## src/rtl/rsc_pkg.sv

```systemverilog
package rsc_pkg;

    typedef enum logic [2:0] {
        SK_NONE          = 3'd0,
        SK_DEST_BIST     = 3'd1,
        SK_DEST_PLAIN    = 3'd2,
        SK_EXT_LONG_BIST = 3'd3,
        SK_FUNC_LONG     = 3'd4,
        SK_FUNC_SHORT    = 3'd5
    } seq_kind_e;

    typedef enum logic [2:0] {
        PH_RUN   = 3'd0,
        PH_ONE   = 3'd1,
        PH_TWO   = 3'd2,
        PH_THREE = 3'd3,
        PH_HOLD  = 3'd4
    } phase_e;

    function automatic logic is_dest(seq_kind_e k);
        return (k == SK_DEST_BIST) || (k == SK_DEST_PLAIN);
    endfunction

    function automatic logic is_bist(seq_kind_e k);
        return (k == SK_DEST_BIST) || (k == SK_EXT_LONG_BIST);
    endfunction

    function automatic int imax(int a, int b);
        return (a > b) ? a : b;
    endfunction

endpackage

```

## src/rtl/rsc_pin_sync.sv

```systemverilog
module rsc_pin_sync #(
    parameter int STAGES = 2
) (
    input  logic clk,
    input  logic rst_n,
    input  logic pin_in,
    output logic pin_s,
    output logic pin_fall
);
    // STAGES synchronizer flops plus one flop holding the previous synchronized level
    logic [STAGES:0] sh_d, sh_q;

    always_comb begin
        sh_d = {sh_q[STAGES-1:0], pin_in};
    end

    always_ff @(posedge clk or negedge rst_n) begin
        if (!rst_n) sh_q <= '0;
        else        sh_q <= sh_d;
    end

    assign pin_s    = sh_q[STAGES-1];
    assign pin_fall = sh_q[STAGES] & ~sh_q[STAGES-1];
endmodule

```

## src/rtl/rsc_select.sv

```systemverilog
module rsc_select
    import rsc_pkg::*;
#(
    parameter int N_FUNC = 4
) (
    input  logic              dest_any,
    input  logic              pin_fall,
    input  logic              pin_long_cfg,
    input  logic              bist_en,
    input  logic [N_FUNC-1:0] func_req,
    input  logic [N_FUNC-1:0] func_long_cfg,
    input  logic [N_FUNC-1:0] func_pin_drv,
    output logic              sel_valid,
    output seq_kind_e         sel_kind,
    output logic              sel_drive
);
    logic      f_hit;
    seq_kind_e f_kind;
    logic      f_drive;

    // Scan from the top index down so the lowest requesting index is the last to write
    always_comb begin
        f_hit   = 1'b0;
        f_kind  = SK_NONE;
        f_drive = 1'b0;
        for (int i = N_FUNC - 1; i >= 0; i--) begin
            if (func_req[i]) begin
                f_hit   = 1'b1;
                f_kind  = func_long_cfg[i] ? SK_FUNC_LONG : SK_FUNC_SHORT;
                f_drive = func_pin_drv[i];
            end
        end
    end

    always_comb begin
        sel_valid = 1'b1;
        sel_drive = 1'b1;
        if (dest_any) begin
            sel_kind = bist_en ? SK_DEST_BIST : SK_DEST_PLAIN;
        end else if (pin_fall) begin
            if (!pin_long_cfg)  sel_kind = SK_FUNC_SHORT;
            else if (bist_en)   sel_kind = SK_EXT_LONG_BIST;
            else                sel_kind = SK_FUNC_LONG;
        end else if (f_hit) begin
            sel_kind  = f_kind;
            sel_drive = f_drive;
        end else begin
            sel_valid = 1'b0;
            sel_kind  = SK_NONE;
            sel_drive = 1'b0;
        end
    end
endmodule

```

## src/rtl/rsc_dur.sv

```systemverilog
module rsc_dur
    import rsc_pkg::*;
#(
    parameter int DEST_P1  = 4,
    parameter int DEST_P2  = 5,
    parameter int DEST_P3  = 6,
    parameter int LONG_P1  = 3,
    parameter int LONG_P2  = 4,
    parameter int LONG_P3  = 5,
    parameter int SHORT_P1 = 2,
    parameter int SHORT_P2 = 2,
    parameter int SHORT_P3 = 2,
    parameter int CW       = 4
) (
    input  seq_kind_e       kind,
    output logic [CW-1:0]   len1,
    output logic [CW-1:0]   len2,
    output logic [CW-1:0]   len3
);
    always_comb begin
        case (kind)
            SK_DEST_BIST, SK_DEST_PLAIN: begin
                len1 = CW'(DEST_P1); len2 = CW'(DEST_P2); len3 = CW'(DEST_P3);
            end
            SK_EXT_LONG_BIST, SK_FUNC_LONG: begin
                len1 = CW'(LONG_P1); len2 = CW'(LONG_P2); len3 = CW'(LONG_P3);
            end
            SK_FUNC_SHORT: begin
                len1 = CW'(SHORT_P1); len2 = CW'(SHORT_P2); len3 = CW'(SHORT_P3);
            end
            default: begin
                len1 = CW'(1); len2 = CW'(1); len3 = CW'(1);
            end
        endcase
    end
endmodule

```

## src/rtl/rst_seq_ctrl.sv

```systemverilog
module rst_seq_ctrl
    import rsc_pkg::*;
#(
    parameter int N_DEST   = 2,
    parameter int N_FUNC   = 4,
    parameter int SYNC_FF  = 2,
    parameter int DEST_P1  = 4,
    parameter int DEST_P2  = 5,
    parameter int DEST_P3  = 6,
    parameter int LONG_P1  = 3,
    parameter int LONG_P2  = 4,
    parameter int LONG_P3  = 5,
    parameter int SHORT_P1 = 2,
    parameter int SHORT_P2 = 2,
    parameter int SHORT_P3 = 2
) (
    input  logic              clk,
    input  logic              rst_n,
    input  logic [N_DEST-1:0] dest_req,
    input  logic              pin_in,
    input  logic              pin_long_cfg,
    input  logic              bist_en,
    input  logic [N_FUNC-1:0] func_req,
    input  logic [N_FUNC-1:0] func_long_cfg,
    input  logic [N_FUNC-1:0] func_pin_drv,
    output logic              int_rst,
    output logic              bist_run,
    output logic              pin_pd_en,
    output logic              busy,
    output logic [2:0]        seq_kind
);
    localparam int MAX_LEN = imax(imax(imax(DEST_P1, DEST_P2), imax(DEST_P3, LONG_P1)),
                                  imax(imax(LONG_P2, LONG_P3),
                                       imax(SHORT_P1, imax(SHORT_P2, SHORT_P3))));
    localparam int CW = $clog2(MAX_LEN + 1);

    typedef struct packed {
        phase_e        phase;
        seq_kind_e     kind;
        logic          drive;
        logic [CW-1:0] cnt;
    } ctl_t;

    ctl_t st_d, st_q;

    logic          pin_s, pin_fall;
    logic          sel_valid, sel_drive;
    seq_kind_e     sel_kind;
    logic [CW-1:0] s_len1, s_len2, s_len3;
    logic [CW-1:0] c_len1, c_len2, c_len3;
    logic          dest_restart;

    rsc_pin_sync #(.STAGES(SYNC_FF)) u_sync (
        .clk      (clk),
        .rst_n    (rst_n),
        .pin_in   (pin_in),
        .pin_s    (pin_s),
        .pin_fall (pin_fall)
    );

    rsc_select #(.N_FUNC(N_FUNC)) u_sel (
        .dest_any      (|dest_req),
        .pin_fall      (pin_fall),
        .pin_long_cfg  (pin_long_cfg),
        .bist_en       (bist_en),
        .func_req      (func_req),
        .func_long_cfg (func_long_cfg),
        .func_pin_drv  (func_pin_drv),
        .sel_valid     (sel_valid),
        .sel_kind      (sel_kind),
        .sel_drive     (sel_drive)
    );

    // Lengths for a sequence about to start
    rsc_dur #(
        .DEST_P1(DEST_P1), .DEST_P2(DEST_P2), .DEST_P3(DEST_P3),
        .LONG_P1(LONG_P1), .LONG_P2(LONG_P2), .LONG_P3(LONG_P3),
        .SHORT_P1(SHORT_P1), .SHORT_P2(SHORT_P2), .SHORT_P3(SHORT_P3),
        .CW(CW)
    ) u_dur_start (
        .kind (sel_kind),
        .len1 (s_len1),
        .len2 (s_len2),
        .len3 (s_len3)
    );

    // Lengths for the sequence that is running
    rsc_dur #(
        .DEST_P1(DEST_P1), .DEST_P2(DEST_P2), .DEST_P3(DEST_P3),
        .LONG_P1(LONG_P1), .LONG_P2(LONG_P2), .LONG_P3(LONG_P3),
        .SHORT_P1(SHORT_P1), .SHORT_P2(SHORT_P2), .SHORT_P3(SHORT_P3),
        .CW(CW)
    ) u_dur_cur (
        .kind (st_q.kind),
        .len1 (c_len1),
        .len2 (c_len2),
        .len3 (c_len3)
    );

    // Restart applies only when a destructive request meets a non-destructive sequence
    assign dest_restart = sel_valid && is_dest(sel_kind) && !is_dest(st_q.kind);

    always_comb begin
        st_d = st_q;
        case (st_q.phase)
            PH_RUN: begin
                if (sel_valid) begin
                    st_d.phase = PH_ONE;
                    st_d.kind  = sel_kind;
                    st_d.drive = sel_drive;
                    st_d.cnt   = s_len1 - CW'(1);
                end
            end
            PH_ONE, PH_TWO, PH_THREE: begin
                if (dest_restart) begin
                    st_d.phase = PH_ONE;
                    st_d.kind  = sel_kind;
                    st_d.drive = 1'b1;
                    st_d.cnt   = s_len1 - CW'(1);
                end else if (st_q.cnt != '0) begin
                    st_d.cnt = st_q.cnt - CW'(1);
                end else if (st_q.phase == PH_ONE) begin
                    st_d.phase = PH_TWO;
                    st_d.cnt   = c_len2 - CW'(1);
                end else if (st_q.phase == PH_TWO) begin
                    st_d.phase = PH_THREE;
                    st_d.cnt   = c_len3 - CW'(1);
                end else begin
                    st_d.phase = PH_HOLD;
                    st_d.cnt   = '0;
                end
            end
            PH_HOLD: begin
                if (dest_restart) begin
                    st_d.phase = PH_ONE;
                    st_d.kind  = sel_kind;
                    st_d.drive = 1'b1;
                    st_d.cnt   = s_len1 - CW'(1);
                end else if (pin_s) begin
                    st_d.phase = PH_RUN;
                    st_d.kind  = SK_NONE;
                    st_d.drive = 1'b0;
                end
            end
            default: begin
                st_d.phase = PH_RUN;
                st_d.kind  = SK_NONE;
                st_d.drive = 1'b0;
                st_d.cnt   = '0;
            end
        endcase
    end

    always_ff @(posedge clk or negedge rst_n) begin
        if (!rst_n) begin
            st_q.phase <= PH_RUN;
            st_q.kind  <= SK_NONE;
            st_q.drive <= 1'b0;
            st_q.cnt   <= '0;
        end else begin
            st_q <= st_d;
        end
    end

    assign busy      = (st_q.phase != PH_RUN);
    assign int_rst   = busy && !((st_q.phase == PH_HOLD) && pin_s);
    assign pin_pd_en = st_q.drive && (st_q.phase inside {PH_ONE, PH_TWO, PH_THREE});
    assign bist_run  = (st_q.phase == PH_TWO) && is_bist(st_q.kind)
                       && (st_q.cnt == c_len2 - CW'(1));
    assign seq_kind  = st_q.kind;

    // c_len1 is only needed at start, which uses s_len1; fold it in so nothing dangles
    logic len1_seen;
    assign len1_seen = |c_len1;
    logic unused_ok;
    assign unused_ok = len1_seen | |s_len2 | |s_len3;
endmodule

```

## config.mk

```make
export PLATFORM = sky130hd
export DESIGN_NAME = rst_seq_ctrl
export DESIGN_NICKNAME = d
export VERILOG_FILES = /design/src/rtl/rsc_pkg.sv /design/src/rtl/rsc_pin_sync.sv /design/src/rtl/rsc_select.sv /design/src/rtl/rsc_dur.sv /design/src/rtl/rst_seq_ctrl.sv
export SDC_FILE = /design/constraint.sdc
export NUM_CORES = 1
export LEC_CHECK = 0
export BUFFER_PORTS_ARGS = -buffer_cell sky130_fd_sc_hd__buf_4
export CORE_AREA = 2 2 51 53
export DETAILED_ROUTE_END_ITERATION = 16
export DIE_AREA = 0 0 53 55
export PLACE_DENSITY = 0.73
export SLEW_MARGIN = 0
export SYNTH_ARGS = -nofsm -noshare
export SYNTH_HDL_FRONTEND = slang
export SYNTH_SLANG_ARGS = --single-unit
export TNS_END_PERCENT = 1
```

## constraint.sdc

```tcl
create_clock -name clk -period 2.3 [get_ports clk]
set_input_delay 0 -clock clk [delete_from_list [all_inputs] [get_ports clk]]
set_output_delay 0 -clock clk [all_outputs]
set_load 0.02 [all_outputs]
```

==> results of run 1 <==
worst max-delay path: cells and delay by family (launching register included):
| family | cells | cell delay, ps |
|---|---|---|
| simple gates | 3 | 530 |
| xor+xnor | 2 | 260 |
| buf+inv | 1 | 180 |
| compound gates | 1 | 180 |
| flops | 1 | 460 |
| fa+ha+maj | 1 | 270 |
power by group:
| part | leakage (nW) | switching [mW] | internal [mW] |
|---|---|---|---|
| Sequential | 0.154 | 0.108 | 0.306 |
| Combinational | 0.437 | 0.591 | 0.522 |
| Clock | 0.0150 | 0.0820 | 0.0672 |
| Total | 0.606 | 0.781 | 0.895 |
path summary, 6_finish.rpt:
path / end / cells past startpoint
setup / recovery: bist_run / 8
hold / removal: u_sync.sh_q[2] / 2
setup reg to reg: st_q[2] / 8
hold reg to reg: u_sync.sh_q[1] / 0
max in group asynchronous: seq_kind[0] / 2
min in group clk: seq_kind[1] / 4
sequential cells by signal, indices dropped and copies added (netlist names):
register	flops
seq_kind	3
st_q	7
u_sync.sh_q	3
layout by cell type (no fill, tap or decap), types with 2 or more instances in the layout:
cell	count
xor2_1	4
nor2b_1	5
ha_1	5
inv_1	4
nand3_1	3
nand2b_1	4
nor2_1	14
o21ai_1	2
a21o_1	2
nand3b_1	2
xnor2_1	3
a31oi_1	4
dlygate4sd3_1	2
nor3_1	2
or2_1	2
buf_4	28
or3_1	3
o32a_1	2
a21oi_1	9
dfrtp_1	12
clkbuf_4	3
a22oi_1	2
o22ai_1	2
a22o_1	5
nor2b_2	2
o21ai_0	8
nand4_1	3
nand2_1	7
cell families after synthesis:
family / share of synthesized area
multiplexers: 0.03020
AND/OR/NAND/NOR: 0.2563
adder cells (fa/ha/maj): 0.05208
buffers and inverters: 0.06458
AO/OA/AOI/OAI: 0.2750
flip-flops: 0.2708
XOR/XNOR: 0.05104
timing repair:
action	4_1_cts	5_1_grt
gates resized for setup	0	2
endpoints found under the setup margin	0	1
hold endpoints to repair	14	0
hold buffers	2	0
through the flow:
step	power, mW	hold slack [ps]	worst slack (ps)	cells
CTS	1.669	97.28	54.68	199
floorplan	1.277	-295.6	330.9	143
finish	1.675	99.71	144.4	199
detailed placement	1.512	-141.9	216.2	193
global placement	1.488	-144.2	310.4	193
global route	1.802	116.4	1.862	199
metal layers:
layer / global-route usage / vias up / part of all wire / wire length (um)
met1: 0.3008 / 573 / 0.47 / 1412
met5: 0 / - / 0 / 0
met3: 0.03495 / 4 / 0.037 / 110
li1: - / 583 / - / -
met4: 0.05128 / 0 / 0.0090 / 27
met2: 0.3667 / 23 / 0.48 / 1440
cell type report:
class | instances | area share
clock buffer | 4 | 0.01825
inverter | 5 | 0.01303
multi-input combinational | 117 | 0.5560
sequential | 13 | 0.2268
tap | 30 | 0.02606
timing repair buffer | 30 | 0.1599
==> flow_summary_export.csv, run 1 <==
group,metric,value,unit
status,status,"completed",
place,portBuffers,25,
global_routing,grtUsageTotal,0.2198,
logic_synthesis,synth_area,0.001201,mm^2
detailed_routing,initialDrtViolationCount,37,
logic_synthesis,yosys.cell_types.count,52,
detailed_routing,drtPass1Iterations,4,
global_routing,antenna_found_initial,0,
setup_path,cpMaxStageDelayCell,"dfrtp_1",
final_layout,drive_above_1_share,0.2485,
detailed_routing,vias,1183,
final_layout,multiInputGateArea,800.8,um^2
floorplanning,rows,18,
setup_path,crit_path_max_incr_delay,460,ps
global_routing,grt_pass1_vias,1029,
setup_path,critPathArrivalTime,2160,ps
logic_synthesis,synthCells,143,
setup_path,crit_required,2300,ps
floorplanning,pin_count,26,
logic_synthesis,ys_ff_latch,13,
detailed_routing,drc,0,
setup_path,endpoint_kind,"output pin",
sta,setup-tns-final,0,ps
sta,fin_crit,2156,ps
sta,finalSetupViolCount,0,
logic_synthesis,yosysMostFrequentCell,"nor2_1",
logic_synthesis,synth_common_cells,"nor2_1, dfrtp_1, a21oi_1",
sta,drv_slew,0,
floorplanning,die_w,53,um
final_layout,fin_area,0.001440,mm^2
final_layout,seq_area,326.6,um^2
clock_tree,cts_max_level,1,
clock_tree,post-cts-setup-buffers,0,
sta,hold_violations,0,
final_layout,n_antenna_cell,0,
detailed_routing,wl_per_cell,15.03,um
sta,fin_crit_sh,0.9372,
place,gp_congestion,0.8944,
flow_run,cap_violations,0,
detailed_routing,routed_wl,2991,um
logic_synthesis,synth_edf_count,0,
place,dp_hpwl,2290,um
logic_synthesis,ys.flop_type,"dfrtp_1",
clock_tree,cts.clk_slew.worst_paths,90,ps
setup_path,r2r_setup_slack,260,ps
setup_path,crit_chain,"nor2b_2 > nand2_1 > o21ai_1 > ha_1 > xor2_1 > xnor2_1 > nor4_1 > buf_4",
final_layout,final_util,0.6090,
place,placed_area,0.001390,mm^2
clock_tree,cts_tree,"done",
logic_synthesis,async_flop_share,1.000,
setup_path,worst_setup_path_start_kind,"flop",
sta,tightest_slew,554.1,ps
floorplanning,design.die.area,0.002915,mm^2
detailed_routing,via_per_inst,5.945,
sta,skew,2.074,ps
pwr,p_per_area,1163,mW/mm^2
pwr,ir_worst_vdd,753.1,uV
logic_synthesis,avgSynthCellArea,8.400,um^2
global_routing,grt_overflow,0,
logic_synthesis,yosys_warnings,0,
sta,max_freq,463.9,MHz
setup_path,timing.rr.start,"u_sync.sh_q[1]",
clock_tree,clock-sinks,13,
logic_synthesis,synthTopCellsByArea,"dfrtp_1, ha_1, nor2_1, a21oi_1, a22o_1",
floorplanning,chipHeight,55,um
pwr,p_leak,0.6060,nW
clock_tree,cts_buffer_depth,2,
floorplanning,start_util,0.5079,
logic_synthesis,synth_area_leader_cell,"dfrtp_1",
detailed_routing,detail-route-antenna-nets,0,
clock_tree,numCtsBuffers,3,
logic_synthesis,synthesis.nets,167,
worst_hold_path,worstHoldPathType,"input port to asynchronous set/reset pin",
global_routing,grt_max_degree,14,
clock_tree,cts_root_buf,"clkbuf_4",
setup_path,cp_max_fo,7,
sta,slew_headroom,0.6306,
final_layout,fill_cells,213,
clock_tree,clk_latency,280,ps
floorplanning,core,0.002365,mm^2
global_routing,grt_pass1_wl,4643,um
final_layout,fin_nets,194,
setup_path,cp-startpoint,"seq_kind[2]",
logic_synthesis,yosys.area.top_type_share,0.2708,
sta,rsz0062_at_grt,"false",
setup_path,critPathKind,"flop to output pin",
logic_synthesis,yosysSeqAreaShare,0.2708,
final_layout,syn2layout_area_growth,19.90,%
(Power assumes the default switching activity.)
==> inputs of run 2 (changes only) <==
Settings changed: ABC_AREA set to 1, CORE_AREA 2 2 51 53 to 2 2 50 52, DIE_AREA 0 0 53 55 to 0 0 52 54, PLACE_DENSITY 0.73 to 0.74.
==> run 2 against run 1 <==
Against the previous run:
- clock skew up 8.9 ps
- sequential share of layout area down 0.98 points
- cell area is 4.5% higher
- critical path depth up 4
- wire length decreased by 11%
- core utilization up 4.0 points
- non-clock buffer count up 3
- via count rose by 2.9%
- fmax fell by 1.3%
- flip-flop and latch count unchanged
- clock power decreased by 5%
- combinational power is 23% higher
==> flow_summary_export.csv, run 2 <==
group,metric,value,unit
worst_hold_path,worstHoldPathType,"input port to asynchronous set/reset pin",
final_layout,syn2layout_area_growth,27.57,%
final_layout,largest_register_ffs,7,
global_routing,antenna_found_initial,0,
place,gp_congestion,0.8566,
pwr,ir_worst_vdd,906.8,uV
detailed_routing,initialDrtViolationCount,20,
setup_path,crit_path_max_incr_delay,470,ps
detailed_routing,vias,1217,
logic_synthesis,yosys.area.top_type_share,0.2757,
logic_synthesis,synthCells,175,
sta,skew,10.98,ps
place,dp_hpwl,2133,um
logic_synthesis,synth_area_leader_cell,"dfrtp_1",
setup_path,r2r_setup_slack,340,ps
final_layout,fill_cells,220,
logic_synthesis,synthesis.nets,199,
pwr,p_leak,0.7898,nW
logic_synthesis,yosys-mux-area-fraction,0,
final_layout,regMostFlops,"st_q",
detailed_routing,drtPass1Iterations,4,
floorplanning,core,0.002320,mm^2
clock_tree,cts_buffer_depth,2,
logic_synthesis,synth_fa_ha_area_frac,0.05302,
floorplanning,start_util,0.5086,
sta,max_freq,457.7,MHz
sta,drv_slew,0,
floorplanning,rows,18,
floorplanning,die_w,52,um
setup_path,worst_setup_path_start_kind,"flop",
final_layout,final_util,0.6489,
logic_synthesis,ys_ff_latch,13,
global_routing,grt_max_degree,14,
sta,tightest_slew,295.8,ps
status,status,"completed",
place,dp_slack,331.6,ps
sta,hold_violations,0,
floorplanning,design.die.area,0.002808,mm^2
final_layout,drive_above_1_share,0.3349,
logic_synthesis,async_flop_share,1.000,
clock_tree,cts_max_level,1,
sta,timing.final.ws_setup,115.2,ps
final_layout,final_common_cell,"nand2_1",
clock_tree,clk_latency,270,ps
clock_tree,cts_tree,"done",
sta,fin_crit_sh,0.9499,
place,portBuffers,25,
logic_synthesis,ys.flop_type,"dfrtp_1",
floorplanning,chipHeight,54,um
setup_path,critPathKind,"flop to output pin",
global_routing,grt_pass1_vias,1168,
clock_tree,cts.clk_slew.worst_paths,90,ps
setup_path,crit_chain,"nand2_2 > nand2_1 > o21ai_1 > inv_1 > ha_4 > nor2_1 > nor3_1 > nand3_1 > a21oi_2 > o221ai_1 > a21oi_1 > buf_4",
logic_synthesis,yosys.cell_types.count,27,
setup_path,timing.rr.start,"u_sync.sh_q[1]",
logic_synthesis,synth_common_cells,"nand2_1, inv_1",
clock_tree,numCtsBuffers,3,
global_routing,grtUsageTotal,0.2151,
detailed_routing,drc,0,
detailed_routing,via_per_inst,5.092,
logic_synthesis,synth_area,0.001180,mm^2
global_routing,grt_overflow,0,
pwr,finalPower,1.918,mW
global_routing,grt_pass1_wl,4657,um
detailed_routing,detail-route-antenna-nets,0,
setup_path,cp.buffers_inverters,2,
logic_synthesis,synthTopCellsByArea,"dfrtp_1, nand2_1, inv_1, nand3_1, ha_1",
logic_synthesis,yosysSeqAreaShare,0.2757,
logic_synthesis,synth_simple_gate_area_frac,0.3446,
clock_tree,clock-sinks,13,
final_layout,fin_nets,234,
detailed_routing,wl_per_cell,11.08,um
sta,fin_hold_ws,99.00,ps
logic_synthesis,yosys_warnings,0,
setup_path,cpMaxStageDelayCell,"dfrtp_2",
setup_path,critPathArrivalTime,2180,ps
logic_synthesis,synth_top_family_by_area,"simple AND/OR/NAND/NOR gates",
clock_tree,cts_root_buf,"clkbuf_4",
logic_synthesis,synthXorXnorAreaFrac,0.007423,
sta,slew_headroom,0.8017,
setup_path,crit_family,"simple AND/OR/NAND/NOR gates",
setup_path,crit_required,2300,ps
sta,finalSetupViolCount,0,
flow_run,cap_violations,0,
pwr,p_per_area,1274,mW/mm^2
logic_synthesis,synth_edf_count,0,
sta,rsz0062_at_grt,"true",
final_layout,fin_area,0.001505,mm^2
detailed_routing,routed_wl,2649,um
logic_synthesis,avgSynthCellArea,6.742,um^2
setup_path,cp_max_fo,6,
floorplanning,pin_count,26,
final_layout,final_cell_mix,"nand2_1, buf_4, inv_1",
sta,fin_crit,2185,ps
logic_synthesis,yosysMostFrequentCell,"nand2_1",
place,placed_area,0.001383,mm^2
setup_path,cp-startpoint,"seq_kind[1]",
final_layout,n_antenna_cell,0,
setup_path,endpoint_kind,"output pin",
logic_synthesis,synth_compound_area_frac,0.1856,
==> run 2: cell count changes after synthesis, sizes merged, moves of 5 or more <==
cell / delta
a22o: -5
inv: +31
nand2: +37
nand3: +14
nor2b: -7
==> run 2: area by class of cell <==
class                   instances  area, um^2  share of cell area
multi-input cells             123       726.9              0.4830
flip-flops and latches         13       326.6              0.2170
repair buffers                 33       252.7              0.1679
inverters                      36       135.1             0.08978
well taps                      30       37.54             0.02494
clock buffers                   4       26.28             0.01746
==> run 2: cells by family (layout without fill, tap and decap cells) <==
| group | after synthesis | in the layout |
|---|---|---|
| buffers and inverters | 39 | 73 |
| adder cells (fa/ha/maj) | 5 | 5 |
| XOR/XNOR | 1 | 1 |
| flip-flops | 13 | 13 |
| AO/OA/AOI/OAI | 34 | 34 |
| AND/OR/NAND/NOR | 83 | 83 |
==> run 2: stage by stage <==
stage / setup TNS (ps) / cells
3_3_place_gp: 0 / 227
2_1_floorplan: 0 / 175
4_1_cts: 0 / 233
5_1_grt: -69.24 / 239
3_5_place_dp: 0 / 227
6_report: 0 / 239
==> run 2: worst paths after layout <==
kind                       depth (start not counted)        endpoint
setup reg to reg                                  15         st_q[2]
min in group clk                                   5         st_q[3]
hold / removal                                     2  u_sync.sh_q[0]
setup / recovery                                  12        bist_run
max in group asynchronous                          2     seq_kind[1]
hold reg to reg                                    0  u_sync.sh_q[1]
==> run 2: repair_timing <==
action | in CTS | in global routing
endpoints found under the hold margin | 14 | 0
buffers inserted | 0 | 6
hold buffers | 2 | 0
gates resized for setup | 0 | 10
endpoints found under the setup margin | 0 | 2
==> run 2: routing by layer <==
layer / GRT usage / routed length (um)
met1: 0.2560 / 1187
met4: 0.03509 / 0
met2: 0.4156 / 1368
met5: 0 / 0
met3: 0.02778 / 92
==> run 2: report_power, final <==
| group | switching, mW | internal (mW) |
|---|---|---|
| Sequential | 0.0933 | 0.320 |
| Combinational | 0.824 | 0.539 |
| Clock | 0.0744 | 0.0671 |
